File: src/rtl/srb_pkg.sv
`timescale 1ns/1ps
package srb_pkg;

   localparam int unsigned RB_DW = 8;

   typedef struct packed {
      logic [7:0] sticky;
      logic [7:0] konst;
      logic [7:0] rsvd;
      logic [7:0] ctx;
      logic [7:0] rstv;
   } reg_layout_t;

   // Bit classes of the per-socket registers, by offset.
   function automatic reg_layout_t sock_layout(input int unsigned r);
      reg_layout_t l;
      l = '0;
      case (r)
         0: begin
            l.sticky = 8'h0F;
            l.konst  = 8'h30;
            l.rsvd   = 8'hC0;
            l.rstv   = 8'h20;
         end
         1: l.rstv = 8'h00;
         2: l.ctx  = 8'hFF;
         3: begin
            l.konst = 8'hF0;
            l.rstv  = 8'h60;
         end
         default: begin
            l.konst = 8'hFF;
            l.rstv  = 8'h00;
         end
      endcase
      return l;
   endfunction

   // Bit classes of the chip-wide registers, by offset.
   function automatic reg_layout_t chip_layout(input int unsigned c);
      reg_layout_t l;
      l = '0;
      case (c)
         0: begin
            l.konst = 8'hFF;
            l.rstv  = 8'hA5;
         end
         1: l.ctx = 8'hF0;
         default: begin
            l.konst = 8'hFF;
            l.rstv  = 8'h00;
         end
      endcase
      return l;
   endfunction

endpackage

File: src/rtl/srb_rst_sel.sv
`timescale 1ns/1ps
module srb_rst_sel #(
   parameter int unsigned   PSW     = 2,
   parameter logic [PSW-1:0] D3_CODE = '1
) (
   input  logic           sw_seg_rst,
   input  logic [PSW-1:0] pwr_state,
   input  logic           pme_en,
   output logic           init_base,
   output logic           init_ctx
);

   logic keep_ctx;

   always_comb begin
      keep_ctx  = pme_en && (pwr_state == D3_CODE);
      init_base = sw_seg_rst;
      init_ctx  = sw_seg_rst && !keep_ctx;
   end

endmodule

File: src/rtl/srb_index.sv
`timescale 1ns/1ps
module srb_index #(
   parameter int unsigned IW = 8,
   parameter int unsigned DW = 8
) (
   input  logic          clk,
   input  logic          rst_n,
   input  logic          init,
   input  logic          idx_wr,
   input  logic [DW-1:0] wdata,
   output logic [IW-1:0] ix
);

   always_ff @(posedge clk or negedge rst_n) begin
      if (!rst_n) begin
         ix <= '0;
      end else if (init) begin
         ix <= '0;
      end else if (idx_wr) begin
         ix <= IW'(wdata);
      end
   end

endmodule

File: src/rtl/srb_reg.sv
`timescale 1ns/1ps
module srb_reg #(
   parameter int unsigned   DW       = 8,
   parameter logic [DW-1:0] STICKY_M = '0,
   parameter logic [DW-1:0] KONST_M  = '0,
   parameter logic [DW-1:0] RSVD_M   = '0,
   parameter logic [DW-1:0] CTX_M    = '0,
   parameter logic [DW-1:0] RSTV     = '0
) (
   input  logic          clk,
   input  logic          rst_n,
   input  logic          init_base,
   input  logic          init_ctx,
   input  logic          wr_en,
   input  logic [DW-1:0] wdata,
   input  logic [DW-1:0] set_evt,
   output logic [DW-1:0] q
);

   if ((STICKY_M & KONST_M) != '0 || (STICKY_M & RSVD_M) != '0 ||
       (STICKY_M & CTX_M) != '0 || (KONST_M & RSVD_M) != '0 ||
       (KONST_M & CTX_M) != '0 || (RSVD_M & CTX_M) != '0) begin : g_bad_masks
      $error("srb_reg: bit class masks overlap");
   end

   logic unused_sink;
   assign unused_sink = ^{clk, rst_n, init_base, init_ctx, wr_en, wdata, set_evt};

   for (genvar b = 0; b < DW; b++) begin : g_bit
      if (KONST_M[b]) begin : g_const
         assign q[b] = RSTV[b];
      end else if (RSVD_M[b]) begin : g_rsvd
         always_ff @(posedge clk or negedge rst_n) begin
            if (!rst_n)         q[b] <= RSTV[b];
            else if (init_base) q[b] <= RSTV[b];
         end
      end else if (STICKY_M[b]) begin : g_sticky
         always_ff @(posedge clk or negedge rst_n) begin
            if (!rst_n)                   q[b] <= RSTV[b];
            else if (init_base)           q[b] <= RSTV[b];
            else if (set_evt[b])          q[b] <= 1'b1;
            else if (wr_en && wdata[b])   q[b] <= 1'b0;
         end
      end else if (CTX_M[b]) begin : g_ctx
         always_ff @(posedge clk or negedge rst_n) begin
            if (!rst_n)        q[b] <= RSTV[b];
            else if (init_ctx) q[b] <= RSTV[b];
            else if (wr_en)    q[b] <= wdata[b];
         end
      end else begin : g_store
         always_ff @(posedge clk or negedge rst_n) begin
            if (!rst_n)         q[b] <= RSTV[b];
            else if (init_base) q[b] <= RSTV[b];
            else if (wr_en)     q[b] <= wdata[b];
         end
      end
   end

endmodule

File: src/rtl/srb_decode.sv
`timescale 1ns/1ps
module srb_decode #(
   parameter int unsigned DW        = 8,
   parameter int unsigned IW        = 8,
   parameter int unsigned NSOCK     = 2,
   parameter int unsigned NSR       = 4,
   parameter int unsigned NCR       = 2,
   parameter int unsigned STRIDE    = 64,
   parameter int unsigned CHIP_BASE = 32,
   localparam int unsigned NSW      = NSOCK * NSR
) (
   input  logic [IW-1:0]       ix,
   input  logic                data_wr,
   input  logic [NSW*DW-1:0]   sock_q,
   input  logic [NCR*DW-1:0]   chip_q,
   output logic [NSW-1:0]      sock_we,
   output logic [NCR-1:0]      chip_we,
   output logic [DW-1:0]       rdata
);

   always_comb begin
      rdata   = '0;
      sock_we = '0;
      chip_we = '0;
      for (int s = 0; s < NSOCK; s++) begin
         for (int r = 0; r < NSR; r++) begin
            if (ix == IW'(s * STRIDE + r)) begin
               sock_we[s*NSR+r] = data_wr;
               rdata            = sock_q[(s*NSR+r)*DW +: DW];
            end
         end
         for (int c = 0; c < NCR; c++) begin
            if (ix == IW'(s * STRIDE + CHIP_BASE + c)) begin
               chip_we[c] = chip_we[c] | data_wr;
               rdata      = chip_q[c*DW +: DW];
            end
         end
      end
   end

endmodule

File: src/rtl/srb_bank.sv
`timescale 1ns/1ps
module srb_bank #(
   parameter int unsigned    DW        = 8,
   parameter int unsigned    IW        = 8,
   parameter int unsigned    NSOCK     = 2,
   parameter int unsigned    NSR       = 4,
   parameter int unsigned    NCR       = 2,
   parameter int unsigned    NEVT      = 4,
   parameter int unsigned    STRIDE    = 64,
   parameter int unsigned    CHIP_BASE = 32,
   parameter int unsigned    PSW       = 2,
   parameter logic [PSW-1:0] D3_CODE   = 2'b11
) (
   input  logic                    clk,
   input  logic                    rst_n,
   input  logic                    sw_seg_rst,
   input  logic [PSW-1:0]          pwr_state,
   input  logic                    pme_en,
   input  logic                    idx_wr,
   input  logic                    data_wr,
   input  logic [DW-1:0]           wdata,
   input  logic [NSOCK*NEVT-1:0]   evt_i,
   output logic [DW-1:0]           rdata,
   output logic [NSOCK*NSR*DW-1:0] sock_regs_o,
   output logic [NCR*DW-1:0]       chip_regs_o
);

   import srb_pkg::*;

   localparam int unsigned NSW      = NSOCK * NSR;
   localparam logic [7:0]  EVT_MASK = 8'((1 << NEVT) - 1);

   if (DW != RB_DW) begin : g_chk_dw
      $error("srb_bank: DW must match the register layout width");
   end
   if (CHIP_BASE < NSR || CHIP_BASE + NCR > STRIDE) begin : g_chk_map
      $error("srb_bank: chip-wide window overlaps a socket window");
   end
   if (NSOCK * STRIDE > (1 << IW)) begin : g_chk_iw
      $error("srb_bank: socket windows exceed the index range");
   end
   if (NEVT > DW || sock_layout(0).sticky != EVT_MASK) begin : g_chk_evt
      $error("srb_bank: event count does not match the status sticky field");
   end

   logic          init_base;
   logic          init_ctx;
   logic [IW-1:0] ix;
   logic [NSW-1:0] sock_we;
   logic [NCR-1:0] chip_we;

   srb_rst_sel #(.PSW(PSW), .D3_CODE(D3_CODE)) u_rst_sel (
      .sw_seg_rst (sw_seg_rst),
      .pwr_state  (pwr_state),
      .pme_en     (pme_en),
      .init_base  (init_base),
      .init_ctx   (init_ctx)
   );

   srb_index #(.IW(IW), .DW(DW)) u_index (
      .clk    (clk),
      .rst_n  (rst_n),
      .init   (init_base),
      .idx_wr (idx_wr),
      .wdata  (wdata),
      .ix     (ix)
   );

   for (genvar s = 0; s < NSOCK; s++) begin : g_sock
      for (genvar r = 0; r < NSR; r++) begin : g_reg
         localparam reg_layout_t L = sock_layout(r);
         logic [DW-1:0] evt_vec;
         if (r == 0) begin : g_evt
            assign evt_vec = DW'(evt_i[s*NEVT +: NEVT]);
         end else begin : g_noevt
            assign evt_vec = '0;
         end
         srb_reg #(
            .DW(DW), .STICKY_M(L.sticky), .KONST_M(L.konst),
            .RSVD_M(L.rsvd), .CTX_M(L.ctx), .RSTV(L.rstv)
         ) u_reg (
            .clk       (clk),
            .rst_n     (rst_n),
            .init_base (init_base),
            .init_ctx  (init_ctx),
            .wr_en     (sock_we[s*NSR+r]),
            .wdata     (wdata),
            .set_evt   (evt_vec),
            .q         (sock_regs_o[(s*NSR+r)*DW +: DW])
         );
      end
   end

   for (genvar c = 0; c < NCR; c++) begin : g_chip
      localparam reg_layout_t L = chip_layout(c);
      srb_reg #(
         .DW(DW), .STICKY_M(L.sticky), .KONST_M(L.konst),
         .RSVD_M(L.rsvd), .CTX_M(L.ctx), .RSTV(L.rstv)
      ) u_reg (
         .clk       (clk),
         .rst_n     (rst_n),
         .init_base (init_base),
         .init_ctx  (init_ctx),
         .wr_en     (chip_we[c]),
         .wdata     (wdata),
         .set_evt   ('0),
         .q         (chip_regs_o[c*DW +: DW])
      );
   end

   srb_decode #(
      .DW(DW), .IW(IW), .NSOCK(NSOCK), .NSR(NSR), .NCR(NCR),
      .STRIDE(STRIDE), .CHIP_BASE(CHIP_BASE)
   ) u_decode (
      .ix      (ix),
      .data_wr (data_wr),
      .sock_q  (sock_regs_o),
      .chip_q  (chip_regs_o),
      .sock_we (sock_we),
      .chip_we (chip_we),
      .rdata   (rdata)
   );

endmodule

File: config.mk
export PLATFORM = sky130hd
export DESIGN_NAME = srb_bank
export DESIGN_NICKNAME = d
export VERILOG_FILES = /design/src/rtl/srb_pkg.sv /design/src/rtl/srb_rst_sel.sv /design/src/rtl/srb_index.sv /design/src/rtl/srb_reg.sv /design/src/rtl/srb_decode.sv /design/src/rtl/srb_bank.sv
export SDC_FILE = /design/constraint.sdc
export NUM_CORES = 1
export LEC_CHECK = 0
export BUFFER_PORTS_ARGS = -buffer_cell sky130_fd_sc_hd__buf_4
export CAP_MARGIN = 20
export CORE_UTILIZATION = 36
export CTS_CLUSTER_DIAMETER = 80
export DETAILED_ROUTE_END_ITERATION = 16
export PLACE_DENSITY = 0.71
export SLEW_MARGIN = 25
export SYNTH_ARGS = -nofsm -noshare
export SYNTH_HDL_FRONTEND = slang
export SYNTH_HIERARCHICAL = 1
export SYNTH_SLANG_ARGS = --single-unit
File: constraint.sdc
create_clock -name clk -period 1.9 [get_ports clk]
set_input_delay 0.285 -clock clk [delete_from_list [all_inputs] [get_ports clk]]
set_output_delay 0.285 -clock clk [all_outputs]
set_load 0.05 [all_outputs]
## Yosys cells after proc, flatten, opt, wreduce, memory -nomap -nowiden

Cells that the tools add are included.

- Memories: 0
- RAM bits: 0
- Bits of input ports: 24
- Register bits: 64
- Output and inout port bits: 88
- ROM bits: 0
- Logic and storage cells: 243
- Bits in latches: 0

- Div/mod/pow operators: 0
- $lt $le $gt $ge: 0
- Shift operators: 0
- Multiply operators: 0
- Bitwise gates (word level): 1
- Add/subtract/negate cells: 0
- Eq/ne operators: 12
- Reductions and logical operators: 29
- Muxes and demuxes: 144

Operators by type and width:

| cell | number |
|---|---|
| 1-bit 2-to-1 mux | 130 |
| 8-bit 2-to-1 mux | 13 |
| 8-bit by 7-bit == test with 1-bit output, second input constant | 6 |
| 3-bit nonzero test | 8 |
| 2-bit nonzero test | 9 |
| 8-bit by 2-bit == test with 1-bit output, second input constant | 2 |
| 8-bit by 6-bit == test with 1-bit output, second input constant | 2 |
| 1-bit logical AND | 10 |
| 8-bit by 1-bit == test with 1-bit output, second input constant | 1 |
| 8-bit logical NOT | 1 |
| 6-bit 2-to-1 mux | 1 |
| 2-bit == test, second input constant | 1 |
| 1-bit logical NOT | 1 |
| 1-bit OR | 1 |

## Depth between registers and ports, before layout

- Depth after elaboration: 13
- Gate-level depth with buffers: 9
- Mapped depth without buffers: 6

## Hierarchy

The synthesis kept the hierarchy.

By module, submodules not included:

| module | cells each | sequential area each (µm²) | times used | area an instance (µm²) |
|---|---|---|---|---|
| srb_reg at g_sock[0].g_reg[1].u_reg ... | 26 | 200.2 | 4 | 325.3 |
| srb_decode | 160 | 0.0 | 1 | 1,222.4 |
| srb_reg at g_sock[0].g_reg[0].u_reg ... | 22 | 100.1 | 2 | 202.7 |
| srb_reg at g_sock[0].g_reg[3].u_reg ... | 19 | 100.1 | 2 | 197.7 |
| srb_index | 26 | 200.2 | 1 | 325.3 |
| srb_reg at g_chip[1].u_reg | 25 | 200.2 | 1 | 321.6 |
| srb_reg at g_chip[0].u_reg | 10 | 0.0 | 1 | 67.6 |
| srb_rst_sel | 3 | 0.0 | 1 | 17.5 |
| srb_bank | 1 | 0.0 | 1 | 3.8 |

## Worst setup path after synthesis

OpenSTA, ideal clock, no wires.

- Path type: flip-flop to output port
- Start: reg u_index.ix[5]
- End: out rdata[5]
- Data arrival time: 2.487 ns
- Path buffers: 1
- Slack: -0.872 ns
- Cell stages (with the launch flop): 7
- Data required time: 1.615 ns
- Cells stage by stage: dfrtp_1 buf_6 nor4b_2 nand2_1 o31ai_1 a21oi_1 o21ai_0

- Word-level cells in the longest chain between the ends: 13
- Elaborated cells between the ends (all ways): 24
- Classes of those cells: eq/ne (11); mux (12); reduce/logical (1)

Ends and longest elaborated chain:

| what | line | text |
|---|---|---|
| from (decl) | srb_index.sv:11 | `output logic [IW-1:0] ix` |
| from (signal assigned) | srb_index.sv:20 | `ix <= IW'(wdata);` |
| 8-bit logical NOT | srb_decode.sv:27 | `if (ix == IW'(s * STRIDE + r)) begin` |
| 6-bit 2-to-1 mux | srb_decode.sv:27 |  |
| 8-bit 2-to-1 mux (3 in series) | srb_decode.sv:27 |  |
| 8-bit 2-to-1 mux (2 in series) | srb_decode.sv:33 | `if (ix == IW'(s * STRIDE + CHIP_BASE + c)) begin` |
| 8-bit 2-to-1 mux (4 in series) | srb_decode.sv:27 |  |
| 8-bit 2-to-1 mux | srb_decode.sv:33 |  |
| 8-bit 2-to-1 mux (*) | srb_decode.sv:33 |  |
| to (decl) | srb_bank.sv:23 | `output logic [DW-1:0] rdata,` |

Every way passes the cells marked *; elsewhere a longest branch is shown, timed or not.

## Worst setup path in the final report

- Start: reg u_index.ix[5]
- End: out rdata[7]

- Word-level cells in the longest chain between the ends: 12
- Elaborated cells between the ends (all ways): 22
- Classes of those cells: eq/ne (11); mux (11)

Ends and longest elaborated chain:

| what | line |
|---|---|
| 8-bit by 1-bit == test with 1-bit output | srb_decode.sv:27 |
| 8-bit 2-to-1 mux (3 in series) | srb_decode.sv:27 |
| 8-bit 2-to-1 mux (2 in series) | srb_decode.sv:33 |
| 8-bit 2-to-1 mux (4 in series) | srb_decode.sv:27 |
| 8-bit 2-to-1 mux | srb_decode.sv:33 |
| 8-bit 2-to-1 mux (*) | srb_decode.sv:33 |

Marked as above.

==> out/results.md <==
## Timing
- 0.0131 ns — final worst clock skew
- -0.651 ns — setup ws final
- 0 — max-slew violation count
- true — unrepaired setup endpoints after global routing
- 1.34 — Final period util
- 0.506 ns — transition time at the pin with the least slew margin
- 0.392 GHz — FMAX
- 37 — setup violators final
- 0.662 — remaining max-slew budget at the tightest pin
- -8.91 ns — sum of negative setup slack
- 2.55 ns — minimum period implied by the final worst setup slack
- 0 — Final Hold Violating Endpoints

## Synth
- 4050 um^2 — netlist area before placement
- 9.91 um^2 — synthesized area divided by synthesized cell count
- 409 — instance count of the mapped netlist
- 6 — synthesis warning total

## Drt
- 0 — number of design rule violations left after detail routing
- met4 — max layer used
- 0 — residual antenna-violating net count after detailed routing
- 5.38 — number of vias per cell after detailed routing
- 19.8 um — Wirelength per Cell
- 5 — number of detailed-route iterations in the first pass
- 216 — number of DRC markers after the initial detailed-route iteration
- 6790 um — met2 wire len
- 6100 um — wl on met1
- 3833 — count of vias placed by the detailed router
- 944 um — total length of routed met3 wires
- 14100 um — Detailed Route WL

## Critical path
- 7 — worst reg2reg path depth
- reg2out — critical path class
- 5 — Crit Path Max Fanout
- 1.62 ns — required time of the worst setup path
- -0.33 ns — r2r setup slk
- u_index/ix[5] — critical path launch point
- register — kind of launch point of the worst setup path
- u_index/ix[5] — Crit Reg-Reg Startpoint
- primary output — sort of element at the end of the critical path
- g_sock[1].g_reg[2].u_reg/q[7] — reg-to-reg endpoint
- 2.27 ns — data arrival at the endpoint of the critical path
- rdata[7] — termination of the worst setup path

## Placement
- -0.361 ns — worst setup slack before clock tree synthesis
- 1.03 — global placement routability congestion
- 87 — count of port buffers added during placement
- 5180 um^2 — post-placement cell area
- 10500 um — placed wire-length estimate
- 669 — post-placement cell count

## Global route
- 3832 — vias in the first global route
- 45 — largest net degree at the start of global routing
- 21000 um — first-pass GRT wire length
- 0.244 — total track usage
- 0 — antenna violations before repair
- 0 — Remaining Overflow, GRT

## Die
- 0.372 — Initial Utilization
- 10900 um^2 — area of the placeable core
- 108 um — overall die width
- 11700 um^2 — die outline area
- 112 — number of I/O pins
- 108 um — chip height
- 38 — # rows

## Cells and area
- sky130_fd_sc_hd__buf_4 (151), sky130_fd_sc_hd__nor2_1 (69), sky130_fd_sc_hd__mux2i_1 (59), sky130_fd_sc_hd__dfrtp_1 (57), sky130_fd_sc_hd__buf_6 (30) — commonest cells after routing, fill and taps aside
- 956 — filler instances
- 713 — post-route insts no fill
- 0.550 — final core occ
- sky130_fd_sc_hd__buf_4 — most common library cell in the layout ignoring fill and taps
- 0.490 — layout cell share with drive strength beyond 1
- 0 — antenna diode count
- 47.8% — synth-to-layout area growth
- 5990 um^2 — Non-Filler Cell Area, Final
- 592 — fin nets

## Clock tree
- 0.35 ns — clock latency on the worst-skew pair
- 9 — TritonCTS buffer count
- 3 — level count of the clock H-tree
- sky130_fd_sc_hd__clkbuf_8 — clock tree root driver cell
- 2 — CTS Buffer Depth
- 64 — Clock Sink Count
- 0.08 ns — clock slew at the register clock pins of the worst setup and hold paths
- yes — CTS tree

## Power and ir drop
- 0.391 — sequential cell fraction of total power
- 1310 uW — net switching power
- 611 nW/um^2 — P per Cell Area
- 0.00271 uW — leakage power
- 0.260 mV — maximum VDD drop
- 2350 uW — cell-internal power
- 0.297 — power share of the clock group
- 0.312 — power share of the combinational group
- 0.358 — switching power share of the total

## Worst hold path
- in2reg — class of the most critical hold timing path

## Status
- complete, but fails checks — run status
- setup timing — failing checks

## Flow run
- 0 — max-cap violation count

-- worst min-delay path by stage --
| stage | from | endpoint | slack [ns] | cells after the start |
|---|---|---|---|---|
| global placement | rst_n | u_index/ix[6] | 0.27 | 1 |
| detailed placement | rst_n | g_chip[1].u_reg/q[6] | 0.28 | 1 |
| global route | evt_i[0] | g_sock[0].g_reg[0].u_reg/q[0] | 0.20 | 3 |
| floorplan | rst_n | g_chip[1].u_reg/q[0] | -0.01 | 0 |
| CTS | evt_i[4] | g_sock[1].g_reg[0].u_reg/q[0] | 0.19 | 3 |
| finish | evt_i[4] | g_sock[1].g_reg[0].u_reg/q[0] | 0.20 | 3 |
-- metal layers --
metal,up-vias,track usage
li1,1722,-
met1,1919,0.323
met2,171,0.385
met3,21,0.0579
met4,0,0.0939
met5,-,0
-- power by group through the flow --
| stage | logic, uW | clock network [uW] | registers (uW) |
|---|---|---|---|
| 3_5_place_dp | 934 | 0 | 1450 |
| 3_3_place_gp | 931 | 0 | 1450 |
| 5_1_grt | 1200 | 1160 | 1430 |
| 2_1_floorplan | 568 | 0 | 1520 |
| 6_report | 1140 | 1080 | 1430 |
| 4_1_cts | 1050 | 1110 | 1430 |
-- metrics by stage --
| step | hold WS (ns) | power (uW) |
|---|---|---|
| 2_1_floorplan | -0.0106 | 2090 |
| 3_3_place_gp | 0.272 | 2380 |
| 3_5_place_dp | 0.280 | 2390 |
| 4_1_cts | 0.186 | 3590 |
| 5_1_grt | 0.204 | 3790 |
| 6_report | 0.200 | 3660 |
-- final cells by class --
cell class / instances / area, um^2 / area share
multi-input cells: 296 / 2460 / 0.411
flip-flops and latches: 64 / 1610 / 0.269
repair buffers: 184 / 1510 / 0.252
well taps: 140 / 175 / 0.0292
clock buffers: 10 / 138 / 0.0230
inverters: 13 / 48.8 / 0.00815
clock inverters: 6 / 45.0 / 0.00752
-- worst max-delay path: stages (launching register included) --
cell and delay, ns:
sky130_fd_sc_hd__dfrtp_2 0.45, sky130_fd_sc_hd__or4b_4 0.63, sky130_fd_sc_hd__nor2_8 0.15, sky130_fd_sc_hd__a32oi_2 0.08, sky130_fd_sc_hd__a22o_1 0.24, sky130_fd_sc_hd__a31oi_4 0.18, sky130_fd_sc_hd__buf_6 0.18
-- timing repair --
action / 4_1_cts / 5_1_grt
hold buffers: 1 / 0
setup buffers: 15 / 13
gates cloned: 0 / 0
resized for setup: 61 / 44
hold endpoints to repair: 33 / 0
pin swaps: 16 / 26
endpoints found under the setup margin: 45 / 53
-- state kept, by name, summed over array words and instances (netlist names) --
signal and count:
g_sock.g.u_reg/q 48, g_chip.u_reg/q 8, u_index/ix 8
No activity file was read; power rests on OpenSTA's default activity.
